<file path="config.mk">
export PLATFORM = sky130hd
export DESIGN_NAME = qcmd_validator
export DESIGN_NICKNAME = d
export VERILOG_FILES = /design/src/rtl/qv_pkg.sv /design/src/rtl/qv_alloc_map.sv /design/src/rtl/qv_rules.sv /design/src/rtl/qcmd_validator.sv
export SDC_FILE = /design/constraint.sdc
export NUM_CORES = 1
export LEC_CHECK = 0
export ABC_AREA = 1
export BUFFER_PORTS_ARGS = -buffer_cell sky130_fd_sc_hd__buf_2
export CORE_AREA = 2 2 181 183
export CTS_CLUSTER_DIAMETER = 60
export DETAILED_ROUTE_END_ITERATION = 7
export DIE_AREA = 0 0 183 185
export PLACE_DENSITY = 0.6
export SLEW_MARGIN = 10
export SYNTH_ARGS = -nofsm -noshare
export SYNTH_HDL_FRONTEND = slang
export SYNTH_SLANG_ARGS = --single-unit
export TNS_END_PERCENT = 20
</file>
<file path="constraint.sdc">
create_clock -name clk -period 2.05 [get_ports clk]
set_input_delay 0.3075 -clock clk [delete_from_list [all_inputs] [get_ports clk]]
set_output_delay 0.3075 -clock clk [all_outputs]
set_load 0.02 [all_outputs]
</file>
<file path="src/rtl/qv_pkg.sv">
package qv_pkg;

  typedef enum logic [1:0] {
    OP_MK_SQ = 2'd0,
    OP_MK_CQ = 2'd1,
    OP_RM_SQ = 2'd2,
    OP_RM_CQ = 2'd3
  } qv_op_e;

  typedef enum logic [7:0] {
    ST_OK        = 8'h00,
    ST_BAD_CQREF = 8'h01,
    ST_BAD_QID   = 8'h02,
    ST_BAD_SIZE  = 8'h03,
    ST_BAD_ADDR  = 8'h04,
    ST_BAD_VEC   = 8'h05
  } qv_status_e;

  // One flag per rule; the field order here is not the priority order.
  typedef struct packed {
    logic vec_bad;
    logic addr_bad;
    logic size_bad;
    logic qid_bad;
    logic cqref_bad;
  } qv_fault_t;

  // First failing rule wins.
  function automatic qv_status_e pick_status(input qv_fault_t f);
    if (f.cqref_bad)     return ST_BAD_CQREF;
    else if (f.qid_bad)  return ST_BAD_QID;
    else if (f.size_bad) return ST_BAD_SIZE;
    else if (f.addr_bad) return ST_BAD_ADDR;
    else if (f.vec_bad)  return ST_BAD_VEC;
    return ST_OK;
  endfunction

endpackage

</file>
<file path="src/rtl/qv_alloc_map.sv">
module qv_alloc_map #(
  parameter int NUM_Q = 64,
  parameter int ID_W  = 16,
  parameter int N_RD  = 1,
  localparam int IDX_W = $clog2(NUM_Q)
) (
  input  logic                      clk,
  input  logic                      rst_n,
  input  logic                      set_en,
  input  logic                      clr_en,
  input  logic [IDX_W-1:0]          wr_idx,
  input  logic [N_RD-1:0][ID_W-1:0] rd_id,
  output logic [N_RD-1:0]           rd_hit
);

  localparam logic [ID_W-1:0] Q_LIMIT = ID_W'(NUM_Q);

  logic [NUM_Q-1:0] slot;

  always_ff @(posedge clk or negedge rst_n) begin
    if (!rst_n) begin
      slot <= '0;
    end else begin
      for (int i = 0; i < NUM_Q; i++) begin
        if (set_en && wr_idx == IDX_W'(i))      slot[i] <= 1'b1;
        else if (clr_en && wr_idx == IDX_W'(i)) slot[i] <= 1'b0;
      end
    end
  end

  // Each lookup port: an out-of-range id never counts as allocated.
  for (genvar r = 0; r < N_RD; r++) begin : g_rd
    assign rd_hit[r] = (rd_id[r] < Q_LIMIT) && slot[rd_id[r][IDX_W-1:0]];
  end

endmodule

</file>
<file path="src/rtl/qv_rules.sv">
module qv_rules
  import qv_pkg::*;
#(
  parameter int NUM_Q      = 64,
  parameter int ID_W       = 16,
  parameter int ADDR_W     = 64,
  parameter int PAGE_SHIFT = 12
) (
  input  qv_op_e            op,
  input  logic [ID_W-1:0]   qid,
  input  logic [ID_W-1:0]   cqid,
  input  logic [ID_W-1:0]   qsize,
  input  logic [ID_W-1:0]   vector,
  input  logic [ADDR_W-1:0] base,
  input  logic [ID_W-1:0]   max_entries,
  input  logic              sq_hit,
  input  logic              cq_hit,
  input  logic              cq_ref_hit,
  output qv_fault_t         fault
);

  localparam logic [ID_W-1:0]   Q_LIMIT   = ID_W'(NUM_Q);
  localparam logic [ADDR_W-1:0] PAGE_MASK = (ADDR_W'(1) << PAGE_SHIFT) - ADDR_W'(1);

  logic qid_zero, qid_out, size_bad, addr_bad;

  assign qid_zero = (qid == '0);
  assign qid_out  = (qid >= Q_LIMIT);
  assign size_bad = (qsize == '0) || (qsize > max_entries);
  assign addr_bad = (base & PAGE_MASK) != '0;

  always_comb begin
    fault = '0;
    case (op)
      OP_MK_SQ: begin
        fault.cqref_bad = (cqid == '0) || !cq_ref_hit;
        fault.qid_bad   = qid_zero || qid_out || sq_hit;
        fault.size_bad  = size_bad;
        fault.addr_bad  = addr_bad;
      end
      OP_MK_CQ: begin
        fault.qid_bad   = qid_zero || qid_out || cq_hit;
        fault.size_bad  = size_bad;
        fault.addr_bad  = addr_bad;
        fault.vec_bad   = (vector >= Q_LIMIT);
      end
      OP_RM_SQ: fault.qid_bad = qid_zero || !sq_hit;
      OP_RM_CQ: fault.qid_bad = qid_zero || !cq_hit;
      default:  fault = '0;
    endcase
  end

endmodule

</file>
<file path="src/rtl/qcmd_validator.sv">
module qcmd_validator
  import qv_pkg::*;
#(
  parameter int NUM_Q      = 64,
  parameter int ID_W       = 16,
  parameter int ADDR_W     = 64,
  parameter int PAGE_SHIFT = 12
) (
  input  logic              clk,
  input  logic              rst_n,
  input  logic              cmd_valid,
  input  logic [1:0]        cmd_op,
  input  logic [ID_W-1:0]   cmd_qid,
  input  logic [ID_W-1:0]   cmd_cqid,
  input  logic [ID_W-1:0]   cmd_qsize,
  input  logic [ID_W-1:0]   cmd_vector,
  input  logic [ADDR_W-1:0] cmd_base,
  input  logic [ID_W-1:0]   cap_max_entries,
  output logic              rsp_valid,
  output logic [7:0]        rsp_status,
  output logic              rsp_dnr,
  output logic              sq_set,
  output logic              sq_clr,
  output logic              cq_set,
  output logic              cq_clr,
  output logic [ID_W-1:0]   upd_qid
);

  localparam int IDX_W = $clog2(NUM_Q);

  qv_op_e     op;
  qv_fault_t  fault;
  qv_status_e verdict;

  // Named events for the checker.
  logic sq_qid_hit, cq_qid_hit, cq_ref_hit;
  logic accept;
  logic mk_sq_now, mk_cq_now, rm_sq_now, rm_cq_now;
  logic [1:0] cq_hits;

  assign op = qv_op_e'(cmd_op);

  qv_alloc_map #(.NUM_Q(NUM_Q), .ID_W(ID_W), .N_RD(1)) u_sq_map (
    .clk    (clk),
    .rst_n  (rst_n),
    .set_en (mk_sq_now),
    .clr_en (rm_sq_now),
    .wr_idx (cmd_qid[IDX_W-1:0]),
    .rd_id  (cmd_qid),
    .rd_hit (sq_qid_hit)
  );

  // Port 0 looks up the command's own id, port 1 the referenced CQ.
  qv_alloc_map #(.NUM_Q(NUM_Q), .ID_W(ID_W), .N_RD(2)) u_cq_map (
    .clk    (clk),
    .rst_n  (rst_n),
    .set_en (mk_cq_now),
    .clr_en (rm_cq_now),
    .wr_idx (cmd_qid[IDX_W-1:0]),
    .rd_id  ({cmd_cqid, cmd_qid}),
    .rd_hit (cq_hits)
  );

  assign cq_qid_hit = cq_hits[0];
  assign cq_ref_hit = cq_hits[1];

  qv_rules #(
    .NUM_Q(NUM_Q), .ID_W(ID_W), .ADDR_W(ADDR_W), .PAGE_SHIFT(PAGE_SHIFT)
  ) u_rules (
    .op          (op),
    .qid         (cmd_qid),
    .cqid        (cmd_cqid),
    .qsize       (cmd_qsize),
    .vector      (cmd_vector),
    .base        (cmd_base),
    .max_entries (cap_max_entries),
    .sq_hit      (sq_qid_hit),
    .cq_hit      (cq_qid_hit),
    .cq_ref_hit  (cq_ref_hit),
    .fault       (fault)
  );

  assign verdict   = pick_status(fault);
  assign accept    = cmd_valid && (verdict == ST_OK);
  assign mk_sq_now = accept && (op == OP_MK_SQ);
  assign mk_cq_now = accept && (op == OP_MK_CQ);
  assign rm_sq_now = accept && (op == OP_RM_SQ);
  assign rm_cq_now = accept && (op == OP_RM_CQ);

  always_ff @(posedge clk or negedge rst_n) begin
    if (!rst_n) begin
      rsp_valid  <= 1'b0;
      rsp_status <= '0;
      rsp_dnr    <= 1'b0;
      sq_set     <= 1'b0;
      sq_clr     <= 1'b0;
      cq_set     <= 1'b0;
      cq_clr     <= 1'b0;
      upd_qid    <= '0;
    end else begin
      rsp_valid  <= cmd_valid;
      rsp_status <= cmd_valid ? 8'(verdict) : 8'h00;
      rsp_dnr    <= cmd_valid && (verdict != ST_OK);
      sq_set     <= mk_sq_now;
      sq_clr     <= rm_sq_now;
      cq_set     <= mk_cq_now;
      cq_clr     <= rm_cq_now;
      upd_qid    <= accept ? cmd_qid : '0;
    end
  end

endmodule

</file>
Word-level counts from Yosys, hierarchy flattened
Index checks and enable logic that the tools add are counted.
{"block": "totals", "register_bits": 158, "latchBits": 0, "ram_bits": 0, "mem_bits_ro": 0, "input_bits": 149, "elab_cells": 900, "n_memories": 0}
{"block": "classes", "addsub": 0, "mul": 0, "div": 0, "order_cmp": 7, "n_eq_ne": 66, "shift": 0, "mux": 279, "n_bitwise": 0, "reduce_logical": 412}
{"operator": "$mux W1", "n": 266}
{"operator": "$logic_and A1 B1 Y1", "n": 265}
{"operator": "$reduce_bool A2 Y1", "n": 128}
{"operator": "$eq A6 B6 Y1 const B", "n": 32}
{"operator": "$eq A6 B5 Y1 const B", "n": 16}
{"operator": "$reduce_bool A64 Y1", "n": 1}
{"operator": "$mux W8", "n": 7}
{"operator": "$eq A6 B4 Y1 const B", "n": 8}
{"operator": "$logic_not A16 Y1", "n": 3}
{"operator": "$ge A16 B7 Y1 const B", "n": 2}
{"operator": "$lt A16 B7 Y1 const B", "n": 2}
{"operator": "$eq A6 B3 Y1 const B", "n": 4}
{"operator": "$bmux W1 S6", "n": 3}
{"operator": "$gt A16 B16 Y1", "n": 1}
{"operator": "$mux W16", "n": 1}
{"operator": "$lt A6 B7 Y1 const B", "n": 2}
{"operator": "$eq A6 B2 Y1 const B", "n": 2}
{"operator": "$logic_not A8 Y1", "n": 1}
{"operator": "$reduce_bool A8 Y1", "n": 1}
{"operator": "$logic_or A1 B1 Y1", "n": 7}
{"operator": "$eq A6 B1 Y1 const B", "n": 1}
{"operator": "$logic_not A6 Y1", "n": 1}
{"operator": "$eq A2 B2 Y1 const B", "n": 2}
{"operator": "$pmux W1 S4", "n": 1}
{"operator": "5 further kinds", "n": 7}

Depth between registers and ports, before layout
{"block": "logic_depth", "word_depth": 15, "depth_mapped": 24}

Hierarchy
From an unflattened synthesis, not the netlist that was laid out.
{"block": "hier_totals", "hier_cells": 1180, "area_unflattened_um2": 9417.8}
{"mod": "qv_alloc_map (u_cq_map)", "instances": 1, "cells_each": 565, "area_each_um2": 4211.5, "seq_area_each_um2": 1601.5}
{"mod": "qv_alloc_map (u_sq_map)", "instances": 1, "cells_each": 410, "area_each_um2": 3542.1, "seq_area_each_um2": 1601.5}
{"mod": "qcmd_validator", "instances": 1, "cells_each": 91, "area_each_um2": 983.4, "seq_area_each_um2": 625.6}
{"mod": "qv_rules", "instances": 1, "cells_each": 114, "area_each_um2": 680.7, "seq_area_each_um2": 0.0}

Worst setup path after synthesis
No wires, ideal clock.
{"block": "synth_path", "kind": "input to register", "startpoint": "input port cmd_qid[0]", "endpoint": "register u_sq_map.slot[11]", "arrival_time_ps": 2255, "slack_ps": -322, "stages": 23, "path_buffers": 5, "path_cell_list": "buf_4 > buf_6 > buf_4 > o21ai_1 > nand2_1 > nand2_1 > nand2_1 > nand2_1 > nor2_1 > nor2_1 > nor2_1 > nand2_1 > nand2_1 > nand2_1 > nand3_1 > nand2_2 > nand3_2 > nor2_4 > buf_6 > buf_6 > nand3_1 > nand2_1 > nand2_1"}
{"block": "synth_between", "elab_chain_cells": 14}
{"item": "start: declaration", "line": "qcmd_validator.sv:13", "rtl": "input logic [ID_W-1:0] cmd_qid,"}
{"item": "$bmux W1 S6", "line": "qv_alloc_map.sv:33", "rtl": "assign rd_hit[r] = (rd_id[r] < Q_LIMIT) && slot[rd_id[r][IDX_W-1:0]];"}
{"item": "$mux W1 (not written as such)", "line": "qv_alloc_map.sv:33"}
{"item": "$logic_and A1 B1 Y1", "line": "qv_alloc_map.sv:33"}
{"item": "$logic_not A1 Y1 (on tied branches)", "line": "qv_rules.sv:48, qv_rules.sv:47"}
{"item": "$logic_or A1 B1 Y1 (on tied branches)", "line": "qv_rules.sv:48, qv_rules.sv:47"}
{"item": "$pmux W1 S4", "line": "qv_rules.sv:34", "rtl": "case (op)"}
{"item": "$mux W8 / $mux W1 (equally long branches)", "line": "qv_pkg.sv:31", "rtl": "else if (f.qid_bad) return ST_BAD_QID;"}
{"item": "$mux W8 / $mux W1 (equally long branches)", "line": "qv_pkg.sv:30", "rtl": "if (f.cqref_bad) return ST_BAD_CQREF;"}
{"item": "$mux W8", "line": "qv_pkg.sv:35", "rtl": "return ST_OK;"}
{"item": "$logic_not A8 Y1", "line": "qcmd_validator.sv:84", "rtl": "assign accept = cmd_valid && (verdict == ST_OK);"}
{"item": "$logic_and A1 B1 Y1", "line": "qcmd_validator.sv:84"}
{"item": "$logic_and A1 B1 Y1 (on tied branches)", "line": "qcmd_validator.sv:85, qcmd_validator.sv:87"}
{"item": "$logic_and A1 B1 Y1 (on tied branches)", "line": "qv_alloc_map.sv:25, qv_alloc_map.sv:26"}
{"item": "$mux W1 / $reduce_bool A2 Y1 (equally long branches)"}
{"item": "end signal: assignment", "line": "qv_alloc_map.sv:22", "rtl": "slot <= '0;"}
{"item": "end signal: indexed assignment", "line": "qv_alloc_map.sv:25", "rtl": "if (set_en && wr_idx == IDX_W'(i)) slot[i] <= 1'b1;"}
{"item": "end signal: indexed assignment", "line": "qv_alloc_map.sv:26", "rtl": "else if (clr_en && wr_idx == IDX_W'(i)) slot[i] <= 1'b0;"}
{"item": "end: declaration", "line": "qv_alloc_map.sv:18", "rtl": "logic [NUM_Q-1:0] slot;"}
Parallel ways exist; a longest one is shown, timed or not. The select of a mux whose other input is x is not followed.
A chain may end at the register's enable or synchronous reset.

Worst setup path in the final report
{"block": "layout_path", "startpoint": "register u_cq_map.slot[34]", "endpoint": "register u_cq_map.slot[21]"}
{"block": "layout_between", "elab_chain_cells": 14}
{"item": "start: declaration", "line": "qv_alloc_map.sv:18"}
{"item": "start signal: assignment", "line": "qv_alloc_map.sv:22"}
{"item": "start signal: indexed assignment", "line": "qv_alloc_map.sv:25"}
{"item": "start signal: indexed assignment", "line": "qv_alloc_map.sv:26"}
{"item": "$bmux W1 S6", "line": "qv_alloc_map.sv:33"}
{"item": "$mux W1 (not written as such)", "line": "qv_alloc_map.sv:33"}
{"item": "$logic_and A1 B1 Y1", "line": "qv_alloc_map.sv:33"}
{"item": "$logic_not A1 Y1", "line": "qv_rules.sv:48", "rtl": "OP_RM_CQ: fault.qid_bad = qid_zero || !cq_hit;"}
{"item": "$logic_or A1 B1 Y1", "line": "qv_rules.sv:48"}
{"item": "$pmux W1 S4", "line": "qv_rules.sv:34"}
{"item": "$mux W8 / $mux W1 (equally long branches)", "line": "qv_pkg.sv:31"}
{"item": "$mux W8 / $mux W1 (equally long branches)", "line": "qv_pkg.sv:30"}
{"item": "$mux W8 *", "line": "qv_pkg.sv:35"}
{"item": "$logic_not A8 Y1 *", "line": "qcmd_validator.sv:84"}
{"item": "$logic_and A1 B1 Y1 *", "line": "qcmd_validator.sv:84"}
{"item": "$logic_and A1 B1 Y1 (on tied branches)", "line": "qcmd_validator.sv:86, qcmd_validator.sv:88"}
{"item": "$logic_and A1 B1 Y1 (on tied branches)", "line": "qv_alloc_map.sv:25, qv_alloc_map.sv:26"}
{"item": "$mux W1 / $reduce_bool A2 Y1 (equally long branches)"}
Every way passes the cells marked *; elsewhere a longest branch is shown, timed or not. The select of a mux whose other input is x is not followed.

==> impl_metrics.tcl <==
set metrics [dict create \
    hold_viol_final 0 \
    synth_top_area_share_pct 40.4 \
    wl_per_cell_um 17.2 \
    die_h_um 185 \
    clock_sinks 153 \
    vias 10500 \
    ctsRootBufferMaster "clkbuf_16" \
    cp-startpoint "u_cq_map.slot[34]" \
    period_minus_slack_ns 2.55 \
    hold_path_class "in2reg" \
    ios 179 \
    yosys-top-cells-area "dfrtp_1, nand2_1, nand3_1" \
    start_util_pct 29.6 \
    fp.dieW_um 183 \
    gp_congestion 0.928 \
    r2r-start "u_cq_map.slot[34]" \
    switching_share_pct 26.2 \
    synthArstFlopShare_pct 100 \
    postLayoutSetupSlackWorst_ns -0.496 \
    clockPowerShare_pct 46.1 \
    cts_buffers 17 \
    p_sw_mw 1.95 \
    synth_ff_type "dfrtp_1" \
    drt_iter0_drc 1082 \
    antenna_left 0 \
    max_stage_delay_ns 0.35 \
    clockBufferDepth 2 \
    synth_edf_count 0 \
    endpoint_kind "flop" \
    power.leakage_nw 6.64 \
    comb_power_share_pct 12.9 \
    finClkSkew_ns 0.0123 \
    grt_pass1_vias 9665 \
    peakVddDrop_mv 0.390 \
    cts_tree "built" \
    first_pass_iters 7 \
    syn-instance-count 1441 \
    drv.max_cap_violation_count 0 \
    holdWs_ns 0.0695 \
    portBuffers 115 \
    max_slew_margin_pct 66.5 \
    grt_max_degree 65 \
    rows 66 \
    fillers 3303 \
    crit_type "reg2reg" \
    post_drt_via_cell_ratio 5.04 \
    place_area_sq_um 11400 \
    htree_levels 4 \
    fmax_ghz 0.393 \
    post-route-cell-area_sq_um 12900 \
    power_density_nw_per_um2 578 \
    critical_path_arrival_ns 2.88 \
    avgSynthCellArea_sq_um 6.58 \
    yosysWarnings 0 \
    final_util_pct 40.2 \
    grt_pass1_wl_mm 53.7 \
    setup_violations 136 \
    seq_power_share_pct 41.0 \
    slowest_stage "dfrtp_1" \
    worst_pin_slew_ns 0.503 \
    drc 0 \
    rsz0062_at_grt "yes" \
    place_ws_ns -0.818 \
    ys_ff_latch 153 \
    cp_max_fo 5 \
    track_usage_pct 20.5 \
    n_antenna_cell 0 \
    antenna_found_initial 0 \
    cp_data_required_time_ns 2.38 \
    ys_types 36 \
    crit_path_start_kind "flop" \
    p_int_mw 5.50 \
    die_area_sq_um 33900 \
    clock_latency_ns 0.44 \
    synth_top_area_cell "dfrtp_1" \
    multiInputGateArea_sq_um 5230 \
    synth_area_sq_um 9480 \
    worstPathCellList "inv_1 > a21oi_1 > o21ai_0 > o21ai_1 > nand2_1 > nand4_1 > nand2_1 > nand2_2 > nand2_4 > a21oi_4 > nand3_4 > nor2_4 > buf_12 > clkbuf_16 > clkbuf_16 > nand3_1 > nand2_1 > nand2_1" \
    nets 1830 \
    status "complete, but fails checks" \
    clkTransAtPathRegs_ns 0.07 \
    maxSlewViolCount 0 \
    seq_area_sq_um 3830 \
    cp_common_cell "nand2_1" \
    grt-ovfl-total 0 \
    core-area_sq_um 32000 \
    layout-drive-gt1-share_pct 22.3 \
    area_delta_synth_final_pct 36.0 \
    routed_wl_mm 35.9 \
    fin_crit_sh_pct 124 \
    yosysSeqAreaShare_pct 40.4 \
    violations "setup timing" \
    dp_hpwl_mm 23.1 \
    hp-start "cmd_valid" \
]
==> worst max-delay path, delay by kind of cell (launching register included) <==
family,cells,cell delay (ns)
AO/OA/AOI/OAI,4,0.68
buffers and inverters,4,0.57
flip-flops,1,0.35
AND/OR/NAND/NOR,10,0.86
==> through the flow <==
stage	setup TNS (ns)	std cells	total power [mW]
detailed placement	-103.88	2024	4.02
floorplan	-29.88	1455	3.52
global placement	-107.20	2024	4.01
global route	-73.38	2086	7.70
CTS	-41.06	2066	7.47
finish	-54.41	2086	7.45
==> flip-flops by register name, summed over array words and instances (netlist names) <==
| name | cells |
|---|---|
| sq_set | 1 |
| sq_clr | 1 |
| u_sq_map.slot | 64 |
| cq_set | 1 |
| upd_qid | 16 |
| rsp_dnr | 1 |
| rsp_valid | 1 |
| cq_clr | 1 |
| rsp_status | 3 |
| u_cq_map.slot | 64 |
==> synthesized netlist by cell type (6+ instances only) <==
master / number
nor2_1: 139
ha_1: 16
nor3_1: 6
nand3_1: 207
buf_4: 16
buf_1: 8
buf_6: 8
o21ai_1: 8
a21oi_1: 18
dfrtp_1: 153
inv_1: 46
clkbuf_1: 25
nand2_1: 666
o21ai_0: 43
buf_2: 31
nor4_1: 13
==> final timing paths <==
kind | end | cells past startpoint | slack (ns)
min in group asynchronous | upd_qid[12] | 2 | 0.37
min | rsp_valid | 1 | 0.07
max | u_cq_map.slot[21] | 18 | -0.50
max in group asynchronous | u_cq_map.slot[3] | 3 | 0.88
max reg2reg | u_cq_map.slot[21] | 18 | -0.50
min reg2reg | u_sq_map.slot[0] | 0 | 0.39
==> kinds of logic (layout without fill, tap and decap cells) <==
group | Yosys count | count (layout) | synth area share (%)
AND/OR/NAND/NOR | 1046 | 1046 | 45.3
buffers and inverters | 140 | 363 | 7.25
AO/OA/AOI/OAI | 85 | 85 | 4.87
adder cells (fa/ha/maj) | 16 | 16 | 2.11
other | 1 | 15 | 0.0396
flip-flops | 153 | 153 | 40.4
==> layer usage <==
metal  up-vias  routed length (um)  GRT usage (%)
met1      4917               15300           26.8
met3        70                2630           3.36
met2       483               16900           33.7
li1       5034                   -              -
met5         -                   0              0
met4         0                1130           8.54
==> what timing repair did <==
item                       4_1_cts  5_1_grt
gates cloned                     4       16
setup endpoints to repair      138      139
gates resized for setup         34       58
hold buffers                     1        0
hold endpoints to repair        41        0
pin swaps                        9       21
setup buffers                    7        4
==> power groups by stage <==
stage	sequential, mW	clock, mW	combinational (mW)
3_5_place_dp	3.11	0	0.905
5_1_grt	3.06	3.60	1.04
2_1_floorplan	3.13	0	0.391
3_3_place_gp	3.11	0	0.895
6_report	3.06	3.43	0.959
4_1_cts	3.06	3.49	0.919
==> layout by cell type (no fill, tap or decap), drive strengths merged <==
master	Yosys	final
a211oi	1	1
a21oi	19	19
a221oi	1	1
a31oi	1	1
buf	63	267
bufinv	0	4
clkbuf	25	33
clkinv	1	3
clkinvlp	0	4
conb	1	15
dfrtp	153	153
dlygate4sd3	0	1
ha	16	16
inv	51	51
nand2	667	667
nand3	208	208
nand4	6	6
nor2	144	144
nor3	6	6
nor3b	1	1
nor4	13	13
o211ai	5	5
o21ai	51	51
o21bai	1	1
o221ai	1	1
o22ai	5	5
or2	1	1
==> final cells by class <==
class,count,share of cell area [%]
multi-input cells,1162,40.5
flip-flops and latches,153,29.7
repair buffers,279,19.4
well taps,408,3.96
clock buffers,22,3.60
inverters,52,1.53
clock inverters,10,1.30
No activity file was read; power rests on OpenSTA's default activity.
